<file path="src/rtl/lru2_pkg.sv">
package lru2_pkg;

    localparam int WAYS = 2;

    typedef enum logic [1:0] {
        ST_IDLE,
        ST_LOOK,
        ST_WB,
        ST_FILL
    } ctl_state_e;

    // Free way first (way 0 before way 1), otherwise the LRU pointer.
    function automatic logic pick_way(input logic [WAYS-1:0] vld, input logic lru);
        if (!vld[0])      return 1'b0;
        else if (!vld[1]) return 1'b1;
        else              return lru;
    endfunction

endpackage

</file>
<file path="src/rtl/lru2_arrays.sv">
module lru2_arrays
    import lru2_pkg::*;
#(
    parameter int SETS   = 64,
    parameter int TAG_W  = 3,
    parameter int DATA_W = 32,
    localparam int IDX_W = $clog2(SETS)
) (
    input  logic                         clk,
    input  logic                         rst,
    input  logic [IDX_W-1:0]             idx,
    output logic [WAYS-1:0]              rd_valid,
    output logic [WAYS-1:0]              rd_dirty,
    output logic [WAYS-1:0][TAG_W-1:0]   rd_tag,
    output logic [WAYS-1:0][DATA_W-1:0]  rd_data,
    output logic                         rd_lru,
    input  logic                         wr_en,
    input  logic                         wr_way,
    input  logic                         wr_dirty,
    input  logic [TAG_W-1:0]             wr_tag,
    input  logic [DATA_W-1:0]            wr_data,
    input  logic                         lru_en,
    input  logic                         lru_way
);
    logic [WAYS-1:0]   vld_q [SETS];
    logic [WAYS-1:0]   drt_q [SETS];
    logic              lru_q [SETS];
    logic [TAG_W-1:0]  tag_q [SETS][WAYS];
    logic [DATA_W-1:0] dat_q [SETS][WAYS];

    // State bits: cleared by reset
    always_ff @(posedge clk) begin
        if (rst) begin
            for (int s = 0; s < SETS; s++) begin
                vld_q[s] <= '0;
                drt_q[s] <= '0;
                lru_q[s] <= 1'b0;
            end
        end else begin
            if (wr_en) begin
                vld_q[idx][wr_way] <= 1'b1;
                drt_q[idx][wr_way] <= wr_dirty;
            end
            if (lru_en) lru_q[idx] <= lru_way;
        end
    end

    // Payload: no reset needed, guarded by valid
    always_ff @(posedge clk) begin
        if (wr_en) begin
            tag_q[idx][wr_way] <= wr_tag;
            dat_q[idx][wr_way] <= wr_data;
        end
    end

    assign rd_valid = vld_q[idx];
    assign rd_dirty = drt_q[idx];
    assign rd_lru   = lru_q[idx];

    for (genvar w = 0; w < WAYS; w++) begin : g_rd
        assign rd_tag[w]  = tag_q[idx][w];
        assign rd_data[w] = dat_q[idx][w];
    end

endmodule

</file>
<file path="src/rtl/lru2_match.sv">
module lru2_match
    import lru2_pkg::*;
#(
    parameter int TAG_W = 3
) (
    input  logic [WAYS-1:0]            valid,
    input  logic [WAYS-1:0][TAG_W-1:0] tags,
    input  logic [TAG_W-1:0]           req_tag,
    output logic                       hit_any,
    output logic                       hit_way
);
    logic [WAYS-1:0] hv;

    // Parallel compare of every way in the set
    for (genvar w = 0; w < WAYS; w++) begin : g_cmp
        assign hv[w] = valid[w] && (tags[w] == req_tag);
    end

    assign hit_any = |hv;
    assign hit_way = hv[1];

endmodule

</file>
<file path="src/rtl/lru2_victim.sv">
module lru2_victim
    import lru2_pkg::*;
(
    input  logic [WAYS-1:0] valid,
    input  logic [WAYS-1:0] dirty,
    input  logic            lru,
    output logic            way,
    output logic            needs_wb
);
    assign way      = pick_way(valid, lru);
    assign needs_wb = valid[way] && dirty[way];
endmodule

</file>
<file path="src/rtl/lru2_cache.sv">
module lru2_cache
    import lru2_pkg::*;
#(
    parameter int SETS   = 64,
    parameter int ADDR_W = 9,
    parameter int DATA_W = 32
) (
    input  logic              clk,
    input  logic              rst,
    input  logic              cpu_req,
    input  logic              cpu_we,
    input  logic [ADDR_W-1:0] cpu_addr,
    input  logic [DATA_W-1:0] cpu_wdata,
    output logic              cpu_ready,
    output logic              cpu_done,
    output logic              cpu_hit,
    output logic [DATA_W-1:0] cpu_rdata,
    output logic              mem_req,
    output logic              mem_we,
    output logic [ADDR_W-1:0] mem_addr,
    output logic [DATA_W-1:0] mem_wdata,
    input  logic              mem_ack,
    input  logic [DATA_W-1:0] mem_rdata
);
    localparam int IDX_W = $clog2(SETS);
    localparam int TAG_W = ADDR_W - IDX_W;

    typedef struct packed {
        logic              we;
        logic [ADDR_W-1:0] addr;
        logic [DATA_W-1:0] wdata;
    } req_t;

    ctl_state_e st;
    req_t       rq;
    logic       missed, vic_q;
    logic       done_q, hit_q;
    logic [DATA_W-1:0] rdata_q;

    logic [IDX_W-1:0] idx;
    logic [TAG_W-1:0] tag;
    assign idx = rq.addr[IDX_W-1:0];
    assign tag = rq.addr[ADDR_W-1:IDX_W];

    logic [WAYS-1:0]             rd_valid, rd_dirty;
    logic [WAYS-1:0][TAG_W-1:0]  rd_tag;
    logic [WAYS-1:0][DATA_W-1:0] rd_data;
    logic                        rd_lru;
    logic                        hit_any, hit_way, vic_way, vic_wb;

    logic              wr_en, wr_way, wr_dirty, lru_en, lru_way;
    logic [DATA_W-1:0] wr_data;

    lru2_arrays #(.SETS(SETS), .TAG_W(TAG_W), .DATA_W(DATA_W)) u_arrays (
        .clk(clk), .rst(rst), .idx(idx),
        .rd_valid(rd_valid), .rd_dirty(rd_dirty), .rd_tag(rd_tag),
        .rd_data(rd_data), .rd_lru(rd_lru),
        .wr_en(wr_en), .wr_way(wr_way), .wr_dirty(wr_dirty),
        .wr_tag(tag), .wr_data(wr_data),
        .lru_en(lru_en), .lru_way(lru_way)
    );

    lru2_match #(.TAG_W(TAG_W)) u_match (
        .valid(rd_valid), .tags(rd_tag), .req_tag(tag),
        .hit_any(hit_any), .hit_way(hit_way)
    );

    lru2_victim u_victim (
        .valid(rd_valid), .dirty(rd_dirty), .lru(rd_lru),
        .way(vic_way), .needs_wb(vic_wb)
    );

    // Array writes and memory port
    always_comb begin
        wr_en     = 1'b0;
        wr_way    = hit_way;
        wr_dirty  = 1'b0;
        wr_data   = rq.wdata;
        lru_en    = 1'b0;
        lru_way   = 1'b0;
        mem_req   = 1'b0;
        mem_we    = 1'b0;
        mem_addr  = rq.addr;
        mem_wdata = rd_data[vic_q];
        unique case (st)
            ST_LOOK: if (hit_any) begin
                lru_en  = 1'b1;
                lru_way = ~hit_way;
                if (rq.we) begin
                    wr_en    = 1'b1;
                    wr_dirty = 1'b1;
                end
            end
            ST_WB: begin
                mem_req  = 1'b1;
                mem_we   = 1'b1;
                mem_addr = {rd_tag[vic_q], idx};
            end
            ST_FILL: begin
                mem_req = 1'b1;
                if (mem_ack) begin
                    wr_en   = 1'b1;
                    wr_way  = vic_q;
                    wr_data = mem_rdata;
                    lru_en  = 1'b1;
                    lru_way = ~vic_q;
                end
            end
            default: ;
        endcase
    end

    // Sequencer
    always_ff @(posedge clk) begin
        if (rst) begin
            st      <= ST_IDLE;
            rq      <= '0;
            missed  <= 1'b0;
            vic_q   <= 1'b0;
            done_q  <= 1'b0;
            hit_q   <= 1'b0;
            rdata_q <= '0;
        end else begin
            done_q <= 1'b0;
            unique case (st)
                ST_IDLE: if (cpu_req) begin
                    rq     <= '{we: cpu_we, addr: cpu_addr, wdata: cpu_wdata};
                    missed <= 1'b0;
                    st     <= ST_LOOK;
                end
                ST_LOOK: if (hit_any) begin
                    done_q  <= 1'b1;
                    hit_q   <= ~missed;
                    rdata_q <= rq.we ? rq.wdata : rd_data[hit_way];
                    st      <= ST_IDLE;
                end else begin
                    missed <= 1'b1;
                    vic_q  <= vic_way;
                    st     <= vic_wb ? ST_WB : ST_FILL;
                end
                ST_WB:   if (mem_ack) st <= ST_FILL;
                ST_FILL: if (mem_ack) st <= ST_LOOK;
                default: st <= ST_IDLE;
            endcase
        end
    end

    assign cpu_ready = (st == ST_IDLE);
    assign cpu_done  = done_q;
    assign cpu_hit   = hit_q;
    assign cpu_rdata = rdata_q;

    // completion is a single-cycle pulse and leaves the unit idle
    a_r2_done_pulse: assert property (@(posedge clk) disable iff (rst)
        cpu_done |=> !cpu_done && cpu_ready);

    // a free way is chosen ahead of any occupied way
    a_r4_free_first: assert property (@(posedge clk) disable iff (rst)
        (st == ST_LOOK && !hit_any && rd_valid != 2'b11) |-> !rd_valid[vic_way]);

    // full set replaces the way the LRU bit names
    a_r5_lru_victim: assert property (@(posedge clk) disable iff (rst)
        (st == ST_LOOK && !hit_any && rd_valid == 2'b11) |-> vic_way == rd_lru);

    // a hit leaves the LRU bit pointing at the other way
    a_r5_hit_flips: assert property (@(posedge clk) disable iff (rst)
        (st == ST_LOOK && hit_any) |=> rd_lru == ~$past(hit_way));

    // write-back is followed by the refill read
    a_r6_wb_then_fill: assert property (@(posedge clk) disable iff (rst)
        (st == ST_WB && mem_ack) |=> st == ST_FILL && mem_req && !mem_we);

    // refilled line hits in the chosen way, clean
    a_r7_fill_clean: assert property (@(posedge clk) disable iff (rst)
        (st == ST_FILL && mem_ack) |=>
            st == ST_LOOK && hit_any && hit_way == $past(vic_q) && !rd_dirty[$past(vic_q)]);

    // memory request held steady until acknowledged
    a_r9_req_held: assert property (@(posedge clk) disable iff (rst)
        (mem_req && !mem_ack) |=> mem_req && $stable(mem_addr) && $stable(mem_we));

endmodule

</file>
<file path="config.mk">
export PLATFORM = sky130hd
export DESIGN_NAME = lru2_cache
export DESIGN_NICKNAME = d
export VERILOG_FILES = /design/src/rtl/lru2_pkg.sv /design/src/rtl/lru2_arrays.sv /design/src/rtl/lru2_match.sv /design/src/rtl/lru2_victim.sv /design/src/rtl/lru2_cache.sv
export SDC_FILE = /design/constraint.sdc
export NUM_CORES = 2
export LEC_CHECK = 0
export BUFFER_PORTS_ARGS = -buffer_cell sky130_fd_sc_hd__buf_2
export CAP_MARGIN = 20
export CELL_PAD_IN_SITES_DETAIL_PLACEMENT = 0
export CELL_PAD_IN_SITES_GLOBAL_PLACEMENT = 1
export CORE_MARGIN = 2
export CORE_UTILIZATION = 59
export CTS_CLUSTER_DIAMETER = 40
export DETAILED_ROUTE_END_ITERATION = 6
export PLACE_DENSITY_LB_ADDON = 0.15
export SLEW_MARGIN = 25
export SYNTH_ARGS = -nofsm -noshare
export SYNTH_HDL_FRONTEND = slang
export SYNTH_MEMORY_MAX_BITS = 65536
export SYNTH_SLANG_ARGS = --single-unit
</file>
<file path="constraint.sdc">
create_clock -name clk -period 15 [get_ports clk]
set_input_delay 3 -clock clk [delete_from_list [all_inputs] [get_ports clk]]
set_output_delay 3 -clock clk [all_outputs]
set_load 0.005 [all_outputs]
</file>
==> results.cfg <==
[synth]
synth_top_family_by_area = multiplexers
synth_top_area_share = 0.741
ys_warn_count = 0
synth_compound_gate_area_share = 0.0178
synth-edff-count = 4672
synth_fp_nets = 8407
yosysUniqueCellTypes = 73
syn_inst = 8325
ys_top_cells_by_area = edfxtp_1 (74%), mux4_2 (18%), dfxtp_1 (2.3%)
synth_xor_xnor_area_share = 0.0000462
avgSynthCellArea_sq_um = 22.8
synth_fa_ha_area_frac = 0.000264
synthMostInstantiatedCell = edfxtp_1
synth-simple-area-share = 0.0152
ys_seq_area_frac = 0.763
synth.largest_area_cell = edfxtp_1
synthMuxAreaShare = 0.189
synthArstFlopShare = 0
synth_area_sq_mm = 0.189
synthTopCellsByCount = edfxtp_1 (4672), mux4_2 (1518), nor2_1 (283)
ys_seq_elements = 4886
ys.flop_type = edfxtp_1

[clock_network]
clk_path_buf_depth = 4
cts_setup_buffers = 0
h-tree-depth = 6
cts_root_buffer = clkbuf_16
cts_resized = 0
path_clk_slew_ns = 0.05
cts_buffers = 578
cts_tree = yes
clock_latency_ns = 1.05
cts_sinks = 4886
cts-hold-fix-buffers = 0

[global_routing]
antenna_found_initial = 74
grt_pass1_wl_mm = 735
first_global_vias = 92785
grt_max_degree = 171
overflow = 0
grt_usage = 0.330

[timing]
rsz0062_at_grt = no
finalSetupViolations = 0
slew_headroom = 0.175
fin_setup_tns_ns = 0
max_freq_ghz = 0.108
finalCriticalPeriod_ns = 9.28
maxSlewViolCount = 0
finClkSkew_ns = 0.0647
tightest_slew_ns = 1.20
hold_viol_final = 0
period_share = 0.619

[placement]
placed_cells = 12514
io_buffers = 155
place_area_sq_mm = 0.196
dp_hpwl_mm = 293
gp_congestion = 0.876

[power]
ir_worst_vdd_mv = 0.133
p_leak_nw = 67.3
finalPower_w = 0.0324
power_density_mw_per_mm2 = 150

[worst_setup_path]
path_class = reg2out
endpoint_kind = primary output
arrival_ns = 6.28
cp.required_ns = 12.00
critPathMaxFanout = 142
worst_setup_path_start_kind = flop

[worst_hold_path]
hp-class = reg2reg

[floorplanning]
coreArea_sq_mm = 0.320
dieArea_sq_mm = 0.326
std_cell_rows = 208
start_util = 0.591
die_w_um = 571
io_pins = 156
chipHeight_um = 571

[finish]
drive_gt1_frac = 0.331
postLayoutCoreUtil = 0.673
fin_cells = 13599
stdcell_area_sq_mm = 0.216
nNetsFinal = 8874
fillers = 19801
areaGrowthSynthToFinish_pct = 13.9

[route]
wirelength_mm = 534
ant_nets = 0
first_pass_iters = 6
routed_via_density = 6.99
drt_iter0_drc = 16311
wire_per_inst_um = 39.2
drc_errors = 0
vias = 95051

[status]
outcome = completed

[run]
cap_violations = 0
==> metal layers <==
layer  up-vias  GRT usage  part of all wire
met4        40     0.0974             0.032
met3       874      0.104              0.15
met5         -          0           0.00050
met2      6727      0.471              0.44
li1      36383          -                 -
met1     51027      0.496              0.38
==> path summary, 6_finish.rpt <==
| path | start | endpoint | cells past startpoint | slack [ns] |
|---|---|---|---|---|
| max | flop | mem_wdata[7] | 8 | 5.72 |
| min reg2reg | u_arrays.vld_q[10][1] | u_arrays.vld_q[10][1] | 1 | 0.46 |
| min | u_arrays.vld_q[10][1] | u_arrays.vld_q[10][1] | 1 | 0.46 |
| max reg2reg | flop | u_arrays.dat_q[37][26] | 14 | 7.14 |
==> cell type report <==
| type | count | area (sq um) | share of cell area |
|---|---|---|---|
| clock inverters | 342 | 3580 | 0.0166 |
| inverters | 61 | 246 | 0.00114 |
| multi-input cells | 2857 | 43100 | 0.200 |
| repair buffers | 408 | 3060 | 0.0142 |
| well taps | 4305 | 5390 | 0.0250 |
| flip-flops and latches | 4886 | 145000 | 0.670 |
| clock buffers | 695 | 15600 | 0.0723 |
| diodes | 45 | 113 | 0.000522 |
==> cells by family (layout without fill, tap and decap cells) <==
logic type,count (synthesis),after routing
flops,4886,4886
mux,1676,1676
simple gates,684,684
buf+inv,582,1506
compound gates,492,492
fa+ha+maj,4,4
xor+xnor,1,1
other cells,0,45
==> placed cells by master (no fill, tap or decap), types with 43 or more instances in the layout <==
cell,n
o21ai_0,120
nor2_1,203
edfxtp_1,4672
a22oi_1,85
o21a_1,129
clkinv_2,68
buf_4,225
diode_2,45
buf_2,155
clkinvlp_4,49
inv_6,47
mux4_2,1518
mux2_2,46
nand3_1,44
nor2_4,80
bufinv_16,54
mux2i_1,69
a21oi_1,56
inv_2,43
clkinv_1,76
dfxtp_1,205
clkbuf_16,606
nand2_1,256
clkbuf_1,79
==> power by group <==
group / leakage, nW / switching (W) / internal, W
combinational: 13.4 / 0.00209 / 0.00106
clock: 9.26 / 0.00559 / 0.00839
sequential: 44.6 / 0.0000689 / 0.0152
total: 67.3 / 0.00775 / 0.0247
==> critical path, cell delays in order (launching register included) <==
cell     delay (ns)
dfxtp_4        0.61
buf_12         0.49
buf_12         0.69
buf_4          0.81
mux4_2         0.42
mux4_2         0.64
mux4_2         0.65
mux2_2         0.43
buf_2          0.17
==> metrics by stage <==
stage	setup slack (ns)	hold WS (ns)
5_1_grt	5.57	0.471
3_3_place_gp	6.70	0.441
2_1_floorplan	8.57	0.435
6_report	5.72	0.459
3_5_place_dp	6.79	0.448
4_1_cts	5.70	0.461
==> state kept, by name (all words and copies together), names as in the netlist, named ones only <==
signal	count
missed	1
cpu_rdata	32
u_arrays.drt_q	128
cpu_done	1
cpu_hit	1
u_arrays.vld_q	128
vic_q	1
u_arrays.dat_q	4096
idx	6
u_arrays.tag_q	384
rq	36
st	2
u_arrays.lru_q	64
Note: power is estimated with default switching activity, not from simulation.
